$ cat config.mk
export PLATFORM = sky130hd
export DESIGN_NAME = uart_autoflow
export DESIGN_NICKNAME = d
export VERILOG_FILES = /design/src/rtl/uart_autoflow.sv
export SDC_FILE = /design/constraint.sdc
export NUM_CORES = 1
export LEC_CHECK = 0
export BUFFER_PORTS_ARGS = -buffer_cell sky130_fd_sc_hd__buf_4
export CORE_MARGIN = 10
export CORE_UTILIZATION = 50
export DETAILED_ROUTE_END_ITERATION = 7
export PLACE_DENSITY = 0.92
export SLEW_MARGIN = 20
export SYNTH_ARGS = -nofsm -noshare
export SYNTH_HDL_FRONTEND = slang
export SYNTH_SLANG_ARGS = --single-unit
$ cat constraint.sdc
create_clock -name clk -period 1.45 [get_ports clk]
set_input_delay 0.145 -clock clk [delete_from_list [all_inputs] [get_ports clk]]
set_output_delay 0.145 -clock clk [all_outputs]
set_load 0.01 [all_outputs]
$ cat src/rtl/uart_autoflow.sv
module uart_autoflow #(
  parameter int LVL_W = 9
) (
  input  logic             clk,
  input  logic             rst_n,
  input  logic [LVL_W-1:0] fifo_level,
  input  logic [LVL_W-1:0] trig_level,
  input  logic [LVL_W-1:0] hi_thresh,
  input  logic [LVL_W-1:0] lo_thresh,
  input  logic             auto_cts_en,
  input  logic             auto_rts_en,
  input  logic             pin_sel,
  input  logic             rts_man,
  input  logic             dtr_man,
  input  logic             irq_en,
  input  logic             tx_busy,
  input  logic             cts_n,
  input  logic             dsr_n,
  output logic             tx_permit,
  output logic             rts_n,
  output logic             dtr_n,
  output logic             trig_irq
);

  logic [1:0]       cts_q, dsr_q;
  logic             clear_n;
  logic [LVL_W-1:0] lo_eff;
  logic             throttle;
  logic             sel_man, auto_act, sel_req_n;

  always_ff @(posedge clk or negedge rst_n) begin
    if (!rst_n) begin
      cts_q <= 2'b11;
      dsr_q <= 2'b11;
    end else begin
      cts_q <= {cts_q[0], cts_n};
      dsr_q <= {dsr_q[0], dsr_n};
    end
  end

  assign clear_n = pin_sel ? dsr_q[1] : cts_q[1];

  always_ff @(posedge clk or negedge rst_n) begin
    if (!rst_n)
      tx_permit <= 1'b1;
    else if (!tx_busy)
      tx_permit <= !auto_cts_en || !clear_n;
  end

  assign lo_eff = (lo_thresh >= hi_thresh) ? hi_thresh - LVL_W'(1) : lo_thresh;

  always_ff @(posedge clk or negedge rst_n) begin
    if (!rst_n)
      throttle <= 1'b0;
    else if (fifo_level >= hi_thresh)
      throttle <= 1'b1;
    else if (fifo_level < lo_eff)
      throttle <= 1'b0;
  end

  always_ff @(posedge clk or negedge rst_n) begin
    if (!rst_n)
      trig_irq <= 1'b0;
    else
      trig_irq <= auto_rts_en && irq_en && (fifo_level >= trig_level);
  end

  assign sel_man   = pin_sel ? dtr_man : rts_man;
  assign auto_act  = auto_rts_en && sel_man;
  assign sel_req_n = auto_act ? throttle : !sel_man;
  assign rts_n     = pin_sel ? !rts_man : sel_req_n;
  assign dtr_n     = pin_sel ? sel_req_n : !dtr_man;

  assert_permit_hold_R3: assert property (@(posedge clk) disable iff (!rst_n)
    $past(tx_busy) |-> tx_permit == $past(tx_permit));

  assert_irq_cause_R8: assert property (@(posedge clk) disable iff (!rst_n)
    trig_irq |-> $past(auto_rts_en && irq_en && fifo_level >= trig_level));

  assert_throttle_high_R5: assert property (@(posedge clk) disable iff (!rst_n)
    (auto_act && $past(fifo_level >= hi_thresh)) |-> sel_req_n);

  assert_release_gap_R9: assert property (@(posedge clk) disable iff (!rst_n)
    ($past(throttle) && !throttle) |->
      ({1'b0, $past(fifo_level)} + 1 < {1'b0, $past(hi_thresh)}));

  assert_unsel_manual_R2: assert property (@(posedge clk) disable iff (!rst_n)
    pin_sel ? (rts_n == !rts_man) : (dtr_n == !dtr_man));

endmodule

==> results of run 1 <==
-- critical path, delay by kind of cell --
family	cells	cell delay (ns)
AO/OA/AOI/OAI	8	1.03
adder cells (fa/ha/maj)	2	0.43
buffers and inverters	3	0.31
AND/OR/NAND/NOR	4	0.41
-- state kept, by name, summed over array words and instances, names as in the netlist --
signal and cells:
cts_q 2, dsr_q 2, throttle 1, trig_irq 1, tx_permit 1
-- per-stage QoR --
stage | util [%] | power, W | setup TNS [ns] | cell area (um2)
floorplan | - | 0.000559 | -0.644 | 1420
global placement | 84.5 | 0.000824 | -0.779 | 2070
detailed placement | 84.5 | 0.000875 | -1.01 | 2070
CTS | 90.1 | 0.00111 | -0.547 | 2210
global route | 92.5 | 0.00128 | -0.881 | 2270
finish | 92.5 | 0.00121 | -0.755 | 2270
-- final cells by class --
type                       instances  area [um2]  share of cell area [%]
clock buffer                       4        26.3                    1.16
tap                               30        37.5                    1.65
timing repair buffer              89         738                    32.5
multi-input combinational        124        1180                    52.2
inverter                          20         103                    4.52
sequential                         7         181                    7.99
-- power by group through the flow --
stage               sequential, W  clock, W  combinational [W]
floorplan                0.000232         0           0.000327
global route             0.000234  0.000204           0.000838
finish                   0.000234  0.000200           0.000777
global placement         0.000231         0           0.000593
detailed placement       0.000235         0           0.000640
CTS                      0.000232  0.000183           0.000690
-- cells by family after synthesis --
logic type                 Yosys count  share of synthesized area, %
adders and majority gates           36                          35.6
xor gates and xnor gates             5                          3.46
buffers and inverters               21                          6.82
DFF                                  7                          14.3
muxes                                4                          3.36
AOI/OAI and AO/OA                   42                          21.3
and+or+nand+nor                     37                          15.1
-- final timing paths --
path | end | slack [ns] | depth (start not counted)
max in group asynchronous | dsr_q[1]$_DFF_PN1_ | 1.02 | 2
max | throttle$_DFFE_PN0P_ | -0.76 | 17
min in group asynchronous | trig_irq$_DFF_PN0_ | 0.23 | 2
min reg2reg | cts_q[1]$_DFF_PN1_ | 0.36 | 0
min | tx_permit$_DFFE_PN1N_ | 0.14 | 2
max reg2reg | tx_permit$_DFFE_PN1N_ | 0.38 | 3
-- repair_timing --
action                                  in CTS  in global routing
pin swaps                                   19                 12
buffers inserted                             3                  1
hold buffers                                 2                  1
endpoints found under the setup margin       1                  1
resized for setup                           17                  8
hold endpoints to repair                     8                  1
-- metal layers --
| layer | up-vias | share of wire, % |
|---|---|---|
| li1 | 736 | - |
| met1 | 763 | 33 |
| met2 | 113 | 53 |
| met3 | 33 | 7.6 |
| met4 | 0 | 5.7 |
| met5 | - | 0 |
-- synth_stat cells, types with 2 or more instances --
cell      number  area share [%]
a31o_1         3             2.1
nor2b_1        3             1.5
inv_1         16             4.7
nand3_1        6             2.4
o31ai_1        2             1.2
nand4_1        2            0.99
xnor2_1        5             3.5
nand2_1       12             3.6
dfrtp_1        2             4.0
o21ai_1        6             2.4
nor2_1         7             2.1
a21oi_1       13             5.1
inv_2          4             1.2
o211ai_1       3             1.8
mux2_2         2             1.8
ha_1          36              36
dfstp_2        5              10
a21o_1         3             1.8
mux2i_1        2             1.6
o21ai_0        5             2.0
a21oi_2        2             1.4
==> impl_results.md, run 1 <==
- Crit path max-delay cell type: ha_4
- Buffers on Ports: 50
- Iter 0 DRT Violations: about 70
- Place WS: -0.911 ns
- Max Cap Violations: 0
- Post-synthesis sequential area ratio: 14.3%
- Switching Share: about two fifths
- Initial Utilization: around half
- Syn Nets: 235
- Net count reported at finish: 328
- Status: finished, violations left
- EDFF count, synth: 0
- Commonest non-fill, non-tap cells in the layout: 74 x buf_4, 27 x ha_1, 10 x inv_1, 10 x buf_6
- Global-route wire length before repair: 8670 um
- Top Ports: slightly above 50
- Ys async rst share: 100%
- DRT Wirelength: roughly 5800 um
- Period utilisation layout: 152%
- Failing checks: setup timing
- Met1 Use GR: around 20%
- Comb pwr share: between 60% and 70%
- Static leakage: ~1.1 nW
- Final setup violation count: 1
- Die ar.: 4940 um2
- CP required: 1.58 ns
- Min Hold Slack: ~0.14 ns
- Worst clock skew: 0.00498 ns
- Synthesized instance count: between 150 and 200
- Die Wd: ~70 um
- CORE AREA: ~2500 um2
- CTS sink count: 7
- GRT met2 Usage: between 40% and 50%
- Vias: about 1.6k
- Gr busiest metal: met2
- N_diodes: 0
- Die height: ~70 um
- Largest net degree at the start of global routing: 9
- Sequential power share: between 15 and 20%
- Post-layout min period: between 2 and 2.5 ns
- Num rows: 18
- Unrepaired setup endpoints after global routing: true
- Internal Pwr Total: about 0.00073 W
- TritonCTS Buffers: 3
- Synthesis Warnings: 0
- Slowest stage delay, CP: roughly 0.22 ns
- CTS H-tree depth: 1
- Startpoint types: input pin
- Average cell area after synthesis: between 8 and 9 um2
- Worst slew pin tran: about 0.36 ns
- Maximum fanout along the worst path: 6
- Placed cell count: 263
- Placer Congestion: about 0.9
- Vias/cell: about 6.0
- Peak VDD IR: approximately 600 uV
- Clk_lat worst skew: 0.27 ns
- Final number of hold-violating endpoints: 0
- Vias in the first global route: roughly 1.8k
- Clock tree buffer depth: 2
- Initial antenna violation count: 0
- Grt total ovfl: 0
- Type of the worst min-delay path: input pin to flip-flop
- Pre-antenna DRT Iters: 4
- Main flop type after synthesis: dfstp_2
- P_sw: ~0.00048 W
- Final cell count without fillers: 274
- Reg clk slew, reported paths: 0.06 ns
- Crit end category: flip-flop
- Commonest non-fill, non-tap cell in the layout: buf_4
- Hpwl dp: around 3900 um
- CP arrival: approximately 2.3 ns
- Synth Cell Area: roughly 1300 um2
- Clk pwr share: approximately 17%
- R2R Path Start: dsr_q[1]$_DFF_PN1_
- Area added between synthesis and finish: 79.4%
- Share of cells above drive strength 1: between 50% and 60%
- GRT Overall Usage: 21.6%
- Worst setup path class: input pin to flip-flop
- Fmax: 453 MHz
- Clk root buf: clkbuf_4
- Drc violations: 0
- CTS tree: built
- Worst-path cell chain: buf_6 -> inv_4 -> ha_4 -> a21oi_4 -> o21ai_2 -> a21oi_2 -> nand2_4 -> buf_6 -> nand2_1 -> o21ai_1 -> ha_1 -> a21oi_2 -> nor2b_1 -> o21ai_1 -> a21oi_1 -> nor2_1 -> o2111ai_1
- Wire per inst: 21.0 um
- Remaining antenna violation count: 0
- Final WS setup: -0.755 ns
- Seq cells post-synth: 7
- Relative slew margins: between 70% and 80%
- Hold path startpoint: tx_busy
- Met3 GRT Util: between 5 and 6%
- Pwr/cell area: between 500 and 600 nW/um2
- Synth cell types: 34
- FILL cells: 94
- Worst Setup SP: hi_thresh[6]
- Final Max Slew Viols: 0
Power figures use the tool's default switching activity.
==> run 2: changes to the inputs <==
- ABC_AREA: default -> 1
- PLACE_DENSITY: 0.92 -> 0.91
==> impl_results.md, run 2 <==
- Post-synthesis sequential area ratio: 13.0% (-1.3 points)
- Peak VDD IR: 611 uV (+1.0%)
- Synth Cell Area: 1400 um2 (+10%)
- Die Wd: 72.8 um (+3.6%)
- Worst Setup SP: hi_thresh[6]
- Pre-antenna DRT Iters: 4 (unchanged)
- Max Cap Violations: 0 (unchanged)
- Top Ports: 51 (unchanged)
- Share of cells above drive strength 1: 48.6% (-5.9 points)
- GRT Overall Usage: 17.9% (-3.7 points)
- CTS tree: built
- Worst r2r dst: tx_permit$_DFFE_PN1N_
- Crit end category: flip-flop
- Util after Layout: 85.0% (-7.4 points)
- Biggest regs: cts_q (2), dsr_q (2)
- Initial antenna violation count: 0 (unchanged)
- DRT Wirelength: 5150 um (-11%)
- Reg2reg setup slack: 0.59 ns (+0.21 ns)
- Remaining antenna violation count: 0 (unchanged)
- Reg clk slew, reported paths: 0.06 ns (about the same)
- Net count reported at finish: 370 (+13%)
- Final Max Slew Viols: 0 (unchanged)
- Worst clock skew: 0.00240 ns (-0.00258 ns)
- Iter 0 DRT Violations: 94 (+31%)
- Static leakage: 1.22 nW (+9.6%)
- Vias: 1736 (+5.5%)
- Pwr/cell area: 518 nW/um2 (-3.0%)
- Placed cell count: 304 (+16%)
- Commonest non-fill, non-tap cell in the layout: buf_4
- Startpoint types: input pin
- Most common cell in the netlist: nand2_1
- Syn Nets: 278 (+18%)
- Type of the worst min-delay path: input pin to flip-flop
- Placer Congestion: 0.782 (-13%)
- Average cell area after synthesis: 7.15 um2 (-14%)
- Unrepaired setup endpoints after global routing: true
- Synth cell types: 30 (-12%)
- CP required: 1.65 ns (+0.07 ns)
- FILL cells: 144 (+53%)
- Clock tree buffer depth: 2 (unchanged)
- Fmax: 479 MHz (+5.7%)
- Yosys top cell area share: 32.3% (-3.3 points)
- End point of the critical path: throttle$_DFFE_PN0P_
- Worst slew pin tran: 0.391 ns (+0.0283 ns)
- Final number of hold-violating endpoints: 0 (unchanged)
- TritonCTS Buffers: 3 (unchanged)
- Fin Setup TNS: -0.636 ns (+0.120 ns)
- Reg2Reg Depth: 3 (unchanged)
- Hpwl dp: 3760 um (-4.5%)
- Synthesis Warnings: 0 (unchanged)
- Drc violations: 0 (unchanged)
- CTS H-tree depth: 1 (unchanged)
- Maximum fanout along the worst path: 8 (+2)
- Place WS: -0.917 ns (-0.00651 ns)
- CP arrival: 2.28 ns (-0.05 ns)
- Clk root buf: clkbuf_4
- Synthesized instance count: 195 (+28%)
- Largest net degree at the start of global routing: 9 (unchanged)
- Final WS setup: -0.636 ns (+0.120 ns)
- N_diodes: 0 (unchanged)
- Seq cells post-synth: 7 (unchanged)
- Initial Utilization: 51.5% (-0.052 points)
- Final setup violation count: 1 (unchanged)
- Main flop type after synthesis: dfstp_2
- Area added between synthesis and finish: 65.2%
- Post-layout min period: 2.09 ns (-0.120 ns)
- Relative slew margins: 73.8% (-1.9 points)
- Global-route wire length before repair: 7890 um (-9.0%)
- Largest cells by area after synthesis: ha_1 32%, nand2_1 11%, dfstp_2 9.4%
- Die height: 72.8 um (+3.6%)
- Status: finished, violations left
- Vias/cell: 5.48 (-8.8%)
- R2R Path Start: dsr_q[1]$_DFF_PN1_
- Final cell count without fillers: 317 (+16%)
- Failing checks: setup timing
- EDFF count, synth: 0 (unchanged)
- CTS sink count: 7 (unchanged)
- Period utilisation layout: 144% (-8.3 points)
- Commonest non-fill, non-tap cells in the layout: 81 x buf_4, 33 x nand2_1, 29 x ha_1
- Largest area contributor in the netlist: ha_1
- Num rows: 19 (+1)
- CORE AREA: 2710 um2 (+10%)
- Die ar.: 5300 um2 (+7.3%)
- Worst setup path class: input pin to flip-flop
- Wire per inst: 16.2 um (-23%)
- Vias in the first global route: 1799 (-1.5%)
- Commonest cells in the netlist: 40 x nand2_1, 36 x ha_1, 34 x inv_1
- Clk_lat worst skew: 0.26 ns (about the same)
- Grt total ovfl: 0 (unchanged)
- Buffers on Ports: 50 (unchanged)
- Ys async rst share: 100% (unchanged)
run 2: layout make-up:
class                           instances  area [um2]  share of cell area [%]
Timing Repair Buffer                   87         676                    29.3
Multi-Input combinational cell        152        1240                    54.0
Clock buffer                            4        26.3                    1.14
Inverter                               36         139                    6.03
Sequential cell                         7         181                    7.87
Tap cell                               31        38.8                    1.68
run 2: cells by family after synthesis:
family	after synthesis	synth area share, %
compound gates	34	13.8
xor+xnor	3	1.88
fa+ha+maj	36	32.3
buf+inv	37	10.5
flops	7	13.0
simple gates	78	28.5
run 2: power breakdown:
group	total (W)	internal (W)	switching, W	leakage [nW]
logic	0.000781	0.000387	0.000394	1.13
clock network	0.000186	0.000106	0.0000806	0.0150
registers	0.000226	0.000218	0.00000782	0.0776
total	0.00119	0.000710	0.000483	1.22
run 2: worst max-delay path: stages:
cell and delay (ns):
buf_4 0.09, inv_2 0.04, ha_4 0.26, nand2_1 0.08, nor2_2 0.22, nand2_2 0.14, nand3_4 0.17, buf_6 0.12
o21ai_2 0.05, ha_1 0.28, nand2_1 0.06, inv_2 0.09, nand3_4 0.10, nor3_4 0.14, nand2_1 0.08, nand2_1 0.07
nand2_1 0.05, nand2_1 0.06
run 2: metal layers:
layer  part of all wire [%]  up-vias  track usage, %
li1                       -      843               -
met1                     39      809            19.4
met2                     52       70            33.2
met3                    7.0       14            4.08
met4                    2.3        0            5.49
met5                      0        -               0
run 2: what timing repair did:
action	4_1_cts	5_1_grt
hold buffers	3	0
buffers inserted	3	2
pin swaps	9	11
setup endpoints to repair	1	1
gates resized for setup	17	16
gates cloned	1	0
endpoints found under the hold margin	9	0
run 2: worst min path at each step:
stage	depth (start not counted)	startpoint	endpoint
2_1_floorplan	0	rst_n	throttle$_DFFE_PN0P_
3_3_place_gp	1	rst_n	throttle$_DFFE_PN0P_
3_5_place_dp	1	rst_n	trig_irq$_DFF_PN0_
4_1_cts	3	irq_en	trig_irq$_DFF_PN0_
5_1_grt	3	irq_en	trig_irq$_DFF_PN0_
6_report	3	irq_en	trig_irq$_DFF_PN0_
run 2: metrics by stage:
| step | total power, W | area (um2) | hold slack [ns] |
|---|---|---|---|
| 2_1_floorplan | 0.000558 | 1440 | -0.151 |
| 3_3_place_gp | 0.000812 | 2060 | -0.0425 |
| 3_5_place_dp | 0.000849 | 2060 | -0.0390 |
| 4_1_cts | 0.00111 | 2210 | 0.145 |
| 5_1_grt | 0.00129 | 2300 | 0.147 |
| 6_report | 0.00119 | 2300 | 0.149 |
